$ cat src/rtl/twd_pkg.sv
package twd_pkg;

    // instruction code: bit 0 is the first bit received
    typedef enum logic [1:0] {
        INS_DRD = 2'b00,
        INS_DWR = 2'b01,
        INS_ARD = 2'b10,
        INS_AWR = 2'b11
    } ins_e;

    typedef enum logic [3:0] {
        ST_IDLE,
        ST_INS0,
        ST_INS1,
        ST_LEN0,
        ST_LEN1,
        ST_AIN,
        ST_AOUT,
        ST_DIN,
        ST_WAIT,
        ST_DOUT,
        ST_STOP
    } fsm_e;

    typedef struct packed {
        logic busy;
        logic err;
        logic in_busy;
        logic out_rdy;
    } stat_t;

    typedef struct packed {
        logic       we;
        logic [7:0] data;
    } wr_req_t;

    localparam logic [7:0] ADDR_DEVID = 8'h00;
    localparam logic [7:0] ADDR_REVID = 8'h01;
    localparam logic [7:0] ADDR_MBOX  = 8'h02;
    localparam logic [7:0] ADDR_SCR0  = 8'h03;

    function automatic logic [7:0] stat_byte(input stat_t s);
        return {s.busy, s.err, 4'b0000, s.in_busy, s.out_rdy};
    endfunction

    function automatic logic is_id_addr(input logic [7:0] a);
        return (a == ADDR_DEVID) || (a == ADDR_REVID);
    endfunction

endpackage

$ cat src/rtl/twd_pulse_meas.sv
module twd_pulse_meas #(
    parameter int STROBE_MAX_CYC = 250,
    parameter int RESET_LOW_CYC  = 1000
) (
    input  logic clk,
    input  logic rst,
    input  logic pin_ck,
    output logic strobe_o,
    output logic rst_evt_o,
    output logic rst_pulse_o
);
    localparam int CW = $clog2(RESET_LOW_CYC + 1);

    logic          ck_q;
    logic [CW-1:0] low_cnt;

    // a rise ends a valid strobe only if the low period was short enough
    assign strobe_o  = pin_ck && !ck_q && (low_cnt <= CW'(STROBE_MAX_CYC));
    // this cycle is the RESET_LOW_CYC-th consecutive low sample
    assign rst_evt_o = !pin_ck && (low_cnt == CW'(RESET_LOW_CYC - 1));

    always_ff @(posedge clk) begin
        if (rst) begin
            ck_q        <= 1'b1;
            low_cnt     <= '0;
            rst_pulse_o <= 1'b0;
        end else begin
            ck_q        <= pin_ck;
            rst_pulse_o <= rst_evt_o;
            if (pin_ck) begin
                low_cnt <= '0;
            end else if (low_cnt != CW'(RESET_LOW_CYC)) begin
                low_cnt <= low_cnt + 1'b1;
            end
        end
    end
endmodule

$ cat src/rtl/twd_frame.sv
module twd_frame
    import twd_pkg::*;
#(
    parameter int WW = 2
) (
    input  logic          clk,
    input  logic          rst,
    input  logic          rst_evt_i,
    input  logic          strobe_i,
    input  logic          din_i,
    input  logic [7:0]    stat_byte_i,
    input  logic [7:0]    rd_data_i,
    input  logic [WW-1:0] wait_need_i,
    output logic [7:0]    addr_o,
    output wr_req_t       wr_o,
    output logic          rd_take_o,
    output logic          dout_o,
    output logic          doe_o
);
    fsm_e          state_q;
    logic          ins0_q;
    ins_e          ins_q;
    ins_e          ins_now;
    logic [1:0]    len_q;
    logic [7:0]    sh_q;
    logic [2:0]    bitc_q;
    logic [1:0]    bytec_q;
    logic [WW-1:0] waitc_q;
    logic [7:0]    sh_in;

    assign ins_now = ins_e'({din_i, ins0_q});
    assign sh_in   = {din_i, sh_q[7:1]};

    always_ff @(posedge clk) begin
        wr_o.we   <= 1'b0;
        rd_take_o <= 1'b0;
        if (rst || rst_evt_i) begin
            state_q   <= ST_IDLE;
            ins0_q    <= 1'b0;
            ins_q     <= INS_DRD;
            len_q     <= '0;
            sh_q      <= '0;
            bitc_q    <= '0;
            bytec_q   <= '0;
            waitc_q   <= '0;
            addr_o    <= ADDR_DEVID;
            wr_o.data <= '0;
            dout_o    <= 1'b0;
            doe_o     <= 1'b0;
        end else if (strobe_i) begin
            unique case (state_q)
                ST_IDLE: state_q <= ST_INS0;
                ST_INS0: begin
                    ins0_q  <= din_i;
                    state_q <= ST_INS1;
                end
                ST_INS1: begin
                    ins_q   <= ins_now;
                    bitc_q  <= '0;
                    bytec_q <= '0;
                    waitc_q <= '0;
                    unique case (ins_now)
                        INS_AWR: state_q <= ST_AIN;
                        INS_ARD: begin
                            sh_q    <= stat_byte_i;
                            state_q <= ST_AOUT;
                        end
                        default: state_q <= ST_LEN0;
                    endcase
                end
                ST_LEN0: begin
                    len_q[0] <= din_i;
                    state_q  <= ST_LEN1;
                end
                ST_LEN1: begin
                    len_q[1] <= din_i;
                    state_q  <= (ins_q == INS_DRD) ? ST_WAIT : ST_DIN;
                end
                ST_AIN: begin
                    sh_q   <= sh_in;
                    bitc_q <= bitc_q + 1'b1;
                    if (bitc_q == 3'd7) begin
                        addr_o  <= sh_in;
                        state_q <= ST_STOP;
                    end
                end
                ST_AOUT: begin
                    doe_o  <= 1'b1;
                    dout_o <= sh_q[0];
                    sh_q   <= {1'b0, sh_q[7:1]};
                    bitc_q <= bitc_q + 1'b1;
                    if (bitc_q == 3'd7) state_q <= ST_STOP;
                end
                ST_DIN: begin
                    sh_q   <= sh_in;
                    bitc_q <= bitc_q + 1'b1;
                    if (bitc_q == 3'd7) begin
                        if (bytec_q == len_q) begin
                            wr_o.we   <= 1'b1;
                            wr_o.data <= sh_in;
                            state_q   <= ST_WAIT;
                        end else begin
                            bytec_q <= bytec_q + 1'b1;
                        end
                    end
                end
                ST_WAIT: begin
                    doe_o <= 1'b1;
                    if (waitc_q == wait_need_i) begin
                        dout_o <= 1'b1;
                        if (ins_q == INS_DWR) begin
                            state_q <= ST_STOP;
                        end else begin
                            sh_q      <= rd_data_i;
                            rd_take_o <= 1'b1;
                            bitc_q    <= '0;
                            bytec_q   <= '0;
                            state_q   <= ST_DOUT;
                        end
                    end else begin
                        dout_o  <= 1'b0;
                        waitc_q <= waitc_q + 1'b1;
                    end
                end
                ST_DOUT: begin
                    dout_o <= sh_q[0];
                    sh_q   <= {1'b0, sh_q[7:1]};
                    bitc_q <= bitc_q + 1'b1;
                    if (bitc_q == 3'd7) begin
                        if (bytec_q == len_q) state_q <= ST_STOP;
                        else bytec_q <= bytec_q + 1'b1;
                    end
                end
                ST_STOP: begin
                    doe_o   <= 1'b0;
                    dout_o  <= 1'b0;
                    state_q <= ST_IDLE;
                end
                default: state_q <= ST_IDLE;
            endcase
        end
    end
endmodule

$ cat src/rtl/twd_regs.sv
module twd_regs
    import twd_pkg::*;
#(
    parameter logic [7:0] DEV_ID     = 8'h3C,
    parameter logic [7:0] REV_ID     = 8'h07,
    parameter int         N_SCR      = 4,
    parameter int         WAIT_ZEROS = 3,
    parameter int         ACCEPT_LAT = 200,
    parameter int         PROC_LAT   = 400,
    parameter int         WW         = 2
) (
    input  logic          clk,
    input  logic          rst,
    input  logic          rst_evt_i,
    input  logic [7:0]    addr_i,
    input  wr_req_t       wr_i,
    input  logic          rd_take_i,
    output logic [7:0]    rd_data_o,
    output logic [WW-1:0] wait_need_o,
    output stat_t         stat_o
);
    localparam int MAXLAT = (ACCEPT_LAT > PROC_LAT) ? ACCEPT_LAT : PROC_LAT;
    localparam int LW     = $clog2(MAXLAT + 1);

    logic              clr;
    logic [N_SCR-1:0]  scr_hit;
    logic [7:0]        scr_q [N_SCR];
    logic [7:0]        mb_val_q;
    logic [7:0]        reply_q;
    logic [LW-1:0]     lat_q;
    logic              mb_wr;

    assign clr   = rst || rst_evt_i;
    assign mb_wr = wr_i.we && (addr_i == ADDR_MBOX);

    for (genvar g = 0; g < N_SCR; g++) begin : g_scr
        logic [7:0] q;
        assign scr_hit[g] = (addr_i == 8'(ADDR_SCR0 + g));
        always_ff @(posedge clk) begin
            if (clr) q <= '0;
            else if (wr_i.we && scr_hit[g]) q <= wr_i.data;
        end
        assign scr_q[g] = q;
    end

    always_comb begin
        rd_data_o = 8'h00;
        if (addr_i == ADDR_DEVID) rd_data_o = DEV_ID;
        else if (addr_i == ADDR_REVID) rd_data_o = REV_ID;
        else if (addr_i == ADDR_MBOX) rd_data_o = reply_q;
        else begin
            for (int i = 0; i < N_SCR; i++) begin
                if (scr_hit[i]) rd_data_o = scr_q[i];
            end
        end
    end

    assign wait_need_o = is_id_addr(addr_i) ? '0 : WW'(WAIT_ZEROS);

    // error flag: sticky until reset
    always_ff @(posedge clk) begin
        if (clr) stat_o.err <= 1'b0;
        else if (wr_i.we && is_id_addr(addr_i)) stat_o.err <= 1'b1;
    end

    // mailbox: accept, process, present reply
    always_ff @(posedge clk) begin
        if (clr) begin
            stat_o.in_busy <= 1'b0;
            stat_o.busy    <= 1'b0;
            stat_o.out_rdy <= 1'b0;
            mb_val_q       <= '0;
            reply_q        <= '0;
            lat_q          <= '0;
        end else begin
            if (stat_o.in_busy) begin
                if (lat_q == LW'(ACCEPT_LAT - 1)) begin
                    stat_o.in_busy <= 1'b0;
                    stat_o.busy    <= 1'b1;
                    lat_q          <= '0;
                end else begin
                    lat_q <= lat_q + 1'b1;
                end
            end else if (stat_o.busy) begin
                if (lat_q == LW'(PROC_LAT - 1)) begin
                    stat_o.busy    <= 1'b0;
                    stat_o.out_rdy <= 1'b1;
                    reply_q        <= ~mb_val_q;
                    lat_q          <= '0;
                end else begin
                    lat_q <= lat_q + 1'b1;
                end
            end else if (mb_wr) begin
                stat_o.in_busy <= 1'b1;
                mb_val_q       <= wr_i.data;
                lat_q          <= '0;
            end
            if (rd_take_i && (addr_i == ADDR_MBOX)) stat_o.out_rdy <= 1'b0;
        end
    end
endmodule

$ cat src/rtl/twd_target.sv
module twd_target
    import twd_pkg::*;
#(
    parameter logic [7:0] DEV_ID         = 8'h3C,
    parameter logic [7:0] REV_ID         = 8'h07,
    parameter int         N_SCR          = 4,
    parameter int         WAIT_ZEROS     = 3,
    parameter int         ACCEPT_LAT     = 200,
    parameter int         PROC_LAT       = 400,
    parameter int         STROBE_MAX_CYC = 250,
    parameter int         RESET_LOW_CYC  = 1000
) (
    input  logic clk,
    input  logic rst,
    input  logic pin_ck,
    input  logic pin_dat_i,
    output logic pin_dat_o,
    output logic pin_dat_oe,
    output logic tgt_rst_pulse
);
    localparam int WW = (WAIT_ZEROS < 1) ? 1 : $clog2(WAIT_ZEROS + 1);

    logic          strobe;
    logic          rst_evt;
    logic [7:0]    addr_q;
    wr_req_t       wr_req;
    logic          rd_take;
    logic [7:0]    rd_data;
    logic [WW-1:0] wait_need;
    stat_t         stat;

    twd_pulse_meas #(
        .STROBE_MAX_CYC(STROBE_MAX_CYC),
        .RESET_LOW_CYC (RESET_LOW_CYC)
    ) u_meas (
        .clk        (clk),
        .rst        (rst),
        .pin_ck     (pin_ck),
        .strobe_o   (strobe),
        .rst_evt_o  (rst_evt),
        .rst_pulse_o(tgt_rst_pulse)
    );

    twd_frame #(.WW(WW)) u_frame (
        .clk        (clk),
        .rst        (rst),
        .rst_evt_i  (rst_evt),
        .strobe_i   (strobe),
        .din_i      (pin_dat_i),
        .stat_byte_i(stat_byte(stat)),
        .rd_data_i  (rd_data),
        .wait_need_i(wait_need),
        .addr_o     (addr_q),
        .wr_o       (wr_req),
        .rd_take_o  (rd_take),
        .dout_o     (pin_dat_o),
        .doe_o      (pin_dat_oe)
    );

    twd_regs #(
        .DEV_ID    (DEV_ID),
        .REV_ID    (REV_ID),
        .N_SCR     (N_SCR),
        .WAIT_ZEROS(WAIT_ZEROS),
        .ACCEPT_LAT(ACCEPT_LAT),
        .PROC_LAT  (PROC_LAT),
        .WW        (WW)
    ) u_regs (
        .clk        (clk),
        .rst        (rst),
        .rst_evt_i  (rst_evt),
        .addr_i     (addr_q),
        .wr_i       (wr_req),
        .rd_take_i  (rd_take),
        .rd_data_o  (rd_data),
        .wait_need_o(wait_need),
        .stat_o     (stat)
    );
endmodule

$ cat config.mk
export PLATFORM = sky130hd
export DESIGN_NAME = twd_target
export DESIGN_NICKNAME = d
export VERILOG_FILES = /design/src/rtl/twd_pkg.sv /design/src/rtl/twd_pulse_meas.sv /design/src/rtl/twd_frame.sv /design/src/rtl/twd_regs.sv /design/src/rtl/twd_target.sv
export SDC_FILE = /design/constraint.sdc
export NUM_CORES = 1
export LEC_CHECK = 0
export BUFFER_PORTS_ARGS = -buffer_cell sky130_fd_sc_hd__buf_2
export CAP_MARGIN = 20
export CORE_MARGIN = 8
export CORE_UTILIZATION = 33
export DETAILED_ROUTE_END_ITERATION = 12
export PLACE_DENSITY_LB_ADDON = 0.1
export SYNTH_ARGS = -nofsm -noshare
export SYNTH_HDL_FRONTEND = slang
export SYNTH_SLANG_ARGS = --single-unit
$ cat constraint.sdc
create_clock -name clk -period 2.3 [get_ports clk]
set_input_delay 0.23 -clock clk [delete_from_list [all_inputs] [get_ports clk]]
set_output_delay 0.23 -clock clk [all_outputs]
set_load 0.005 [all_outputs]
==> flow_summary.ini <==
[outcome]
status = finished clean

[worst_setup_path]
critPathRequiredTime_ps = 2650
cp_max_fo = 9
critPathCapture = u_frame.sh_q[7]$_SDFFE_PP0P_
path_class = reg -> reg
r2r_start = u_frame.state_q[3]$_SDFFE_PP0P_
r2r_cells = 5
rrSetupSlack_ps = 110
worstSetupEndpointType = flip-flop
startpoint = u_frame.state_q[3]$_SDFFE_PP0P_
cp.arrival_ps = 2530
critPathLaunchType = flip-flop
r2r_end = u_frame.sh_q[7]$_SDFFE_PP0P_

[route]
ant_nets = 0
remaining_drc_errors = 0
drtIter0Drc = 296
drt_pass1_iterations = 4
vias = 4816
wl_mm = 15.5
vias_per_cell = 5.25
routedWlPerCell_um = 16.9

[cts]
cts_sinks = 117
cts_tree = done
postCtsHoldBufs = 0
cts_made_buffers = 17
insertion_delay_ps = 420
path_clk_slew_ps = 60
htree_levels = 4
postCtsSetupBuffers = 0
cts_root_buf = clkbuf_16
cts_max_path_buffers = 2

[grt]
grt_pass1_wl_mm = 25.6
antenna_found_initial = 0
grt_max_degree = 59
grt-ovfl-total = 0
grt_usage = 0.151
grt_pass1_vias = 4528

[sta]
setup_ws_ps = 113
hold_viol = 0
fmax_mhz = 457
finClkSkew_ps = 11.0
layout_min_cycle_time_ps = 2190
tightest_slew_ps = 966
drv_slew = 0
min_period_over_period = 0.951
finalSetupViolCount = 0
max_slew_margin = 0.355
holdWs_ps = 145
rsz0062_at_grt = false

[final_layout]
drive_above_1_share = 0.156
fin_area_um2 = 6710
n_antenna_cell = 0
final_util = 0.395
area_growth_pct = 18.8
nFillCells = 1729
nNetsFinal = 691

[die]
coreArea_um2 = 17000
die_h_um = 147
start_util = 0.332
rows = 48
die_w_um = 147
dieArea_um2 = 21600
ioPinCount = 7

[placed_design]
numPortBuffers = 6
hpwl_mm = 10.9
dp_worst_setup_slack_ps = -101
gp_congestion = 0.782
dpl_cell_area_um2 = 6120

[synthesis]
seq_area_frac_synth = 0.415
synth_nets = 661
yosysTopAreaCell = dfxtp_1
yosysMostFrequentCell = dfxtp_1
synthTopCellsByArea = dfxtp_1 41%, mux2i_1 10%, nor2_1 6.4%
ys_ff_latch = 117
synth_cells = 651
synth.cell_area_um2 = 5650
synth_cell_types = 69
async_flop_share = 0
synth_area_per_cell_um2 = 8.67
synth-edff-count = 0
synth_commonest_cells = 117 x dfxtp_1, 97 x nor2_1, 59 x mux2i_1
synth_top_area_share = 0.415
ys_warn_count = 0
synth-main-ff-cell = dfxtp_1

[pwr]
leakage_nw = 2.42
power_density_nw_per_um2 = 704
peakVddDrop_v = 0.000507

[flow_run]
drv_cap = 0

[worst_hold_path]
hold_path_class = in -> reg
[cells in the final DEF, fill, tap and decap left out, types with 8 or more instances in the layout]
master,netlist,final
inv_1,22,22
o21ai_0,50,50
dfxtp_1,117,117
xor2_1,13,13
buf_4,0,39
a21oi_1,23,23
clkbuf_16,0,17
nand2b_1,11,11
nor2_1,97,96
nand4_1,8,8
nand3_1,32,32
nand2_1,50,50
mux2i_1,59,59
[kinds of logic (layout without fill, tap and decap cells)]
kind of cell	count (synthesis)	in the layout	share of synthesized area
mux	64	64	0.115
fa+ha+maj	6	6	0.0133
xor+xnor	19	19	0.0295
flops	117	117	0.415
simple gates	256	257	0.233
buf+inv	59	99	0.0461
compound gates	130	130	0.149
[report_power, final]
group	internal, mW	total (mW)	leakage [nW]	switching (mW)
logic	0.0500	0.160	1.21	0.110
clock network	1.57	2.52	0.267	0.947
registers	2.04	2.04	0.943	0.00969
[flip-flops by register name (all words and copies together), names as in the netlist, 2 cells and up]
register,cells
u_regs.stat_o,4
u_frame.len_q,2
u_regs.reply_q,8
u_frame.state_q,4
u_frame.addr_o,8
u_regs.lat_q,9
u_frame.wr_o,9
u_regs.g_scr.q,32
u_frame.waitc_q,2
u_frame.sh_q,8
u_frame.bytec_q,2
u_frame.bitc_q,3
u_regs.mb_val_q,8
u_meas.low_cnt,10
u_frame.ins_q,2
[metal layers]
layer | vias up | share of wire | global-route usage
li1 | 2401 | - | -
met1 | 2301 | 0.50 | 0.206
met2 | 94 | 0.44 | 0.225
met3 | 20 | 0.040 | 0.0394
met4 | 0 | 0.016 | 0.0510
met5 | - | 0 | 0
[what timing repair did]
action | in CTS | in global routing
setup endpoints to repair | 8 | 13
resized for setup | 0 | 3
hold endpoints to repair | 0 | 0
pin swaps | 1 | 0
cloned | 1 | 0
[metrics by stage]
stage	std cells	setup TNS (ps)	total power [mW]
2_1_floorplan	651	0	2.19
3_3_place_gp	886	0	2.25
3_5_place_dp	886	-672	2.25
4_1_cts	917	0	4.79
5_1_grt	917	0	4.91
6_report	917	0	4.73
[worst min path at each step]
stage	endpoint	slack, ps	start	depth (start not counted)
2_1_floorplan	u_regs.stat_o[3]$_SDFFE_PP0P_	310	rst	1
3_3_place_gp	u_regs.stat_o[0]$_SDFFE_PP0P_	420	u_frame.rd_take_o$_SDFF_PP0_	1
4_1_cts	u_regs.stat_o[3]$_SDFFE_PP0P_	130	rst	2
3_5_place_dp	u_regs.stat_o[0]$_SDFFE_PP0P_	440	u_frame.rd_take_o$_SDFF_PP0_	1
5_1_grt	u_regs.stat_o[3]$_SDFFE_PP0P_	130	rst	2
6_report	u_regs.stat_o[3]$_SDFFE_PP0P_	140	rst	2
[final cells by class]
cell class | instances | area [um2] | area share
multi-input combinational | 476 | 3080 | 0.459
sequential | 117 | 2340 | 0.349
clock buffer | 17 | 425 | 0.0634
timing repair buffer | 47 | 363 | 0.0541
tap | 225 | 282 | 0.0420
clock inverter | 13 | 136 | 0.0203
inverter | 22 | 82.6 | 0.0123
[critical path, stage by stage, from the launching register on]
cell and delay, ps:
dfxtp_1 480, or4b_1 530, or3_4 450, a211oi_1 350, o221ai_1 160, a21oi_1 160
No activity file was read; power rests on OpenSTA's default activity.
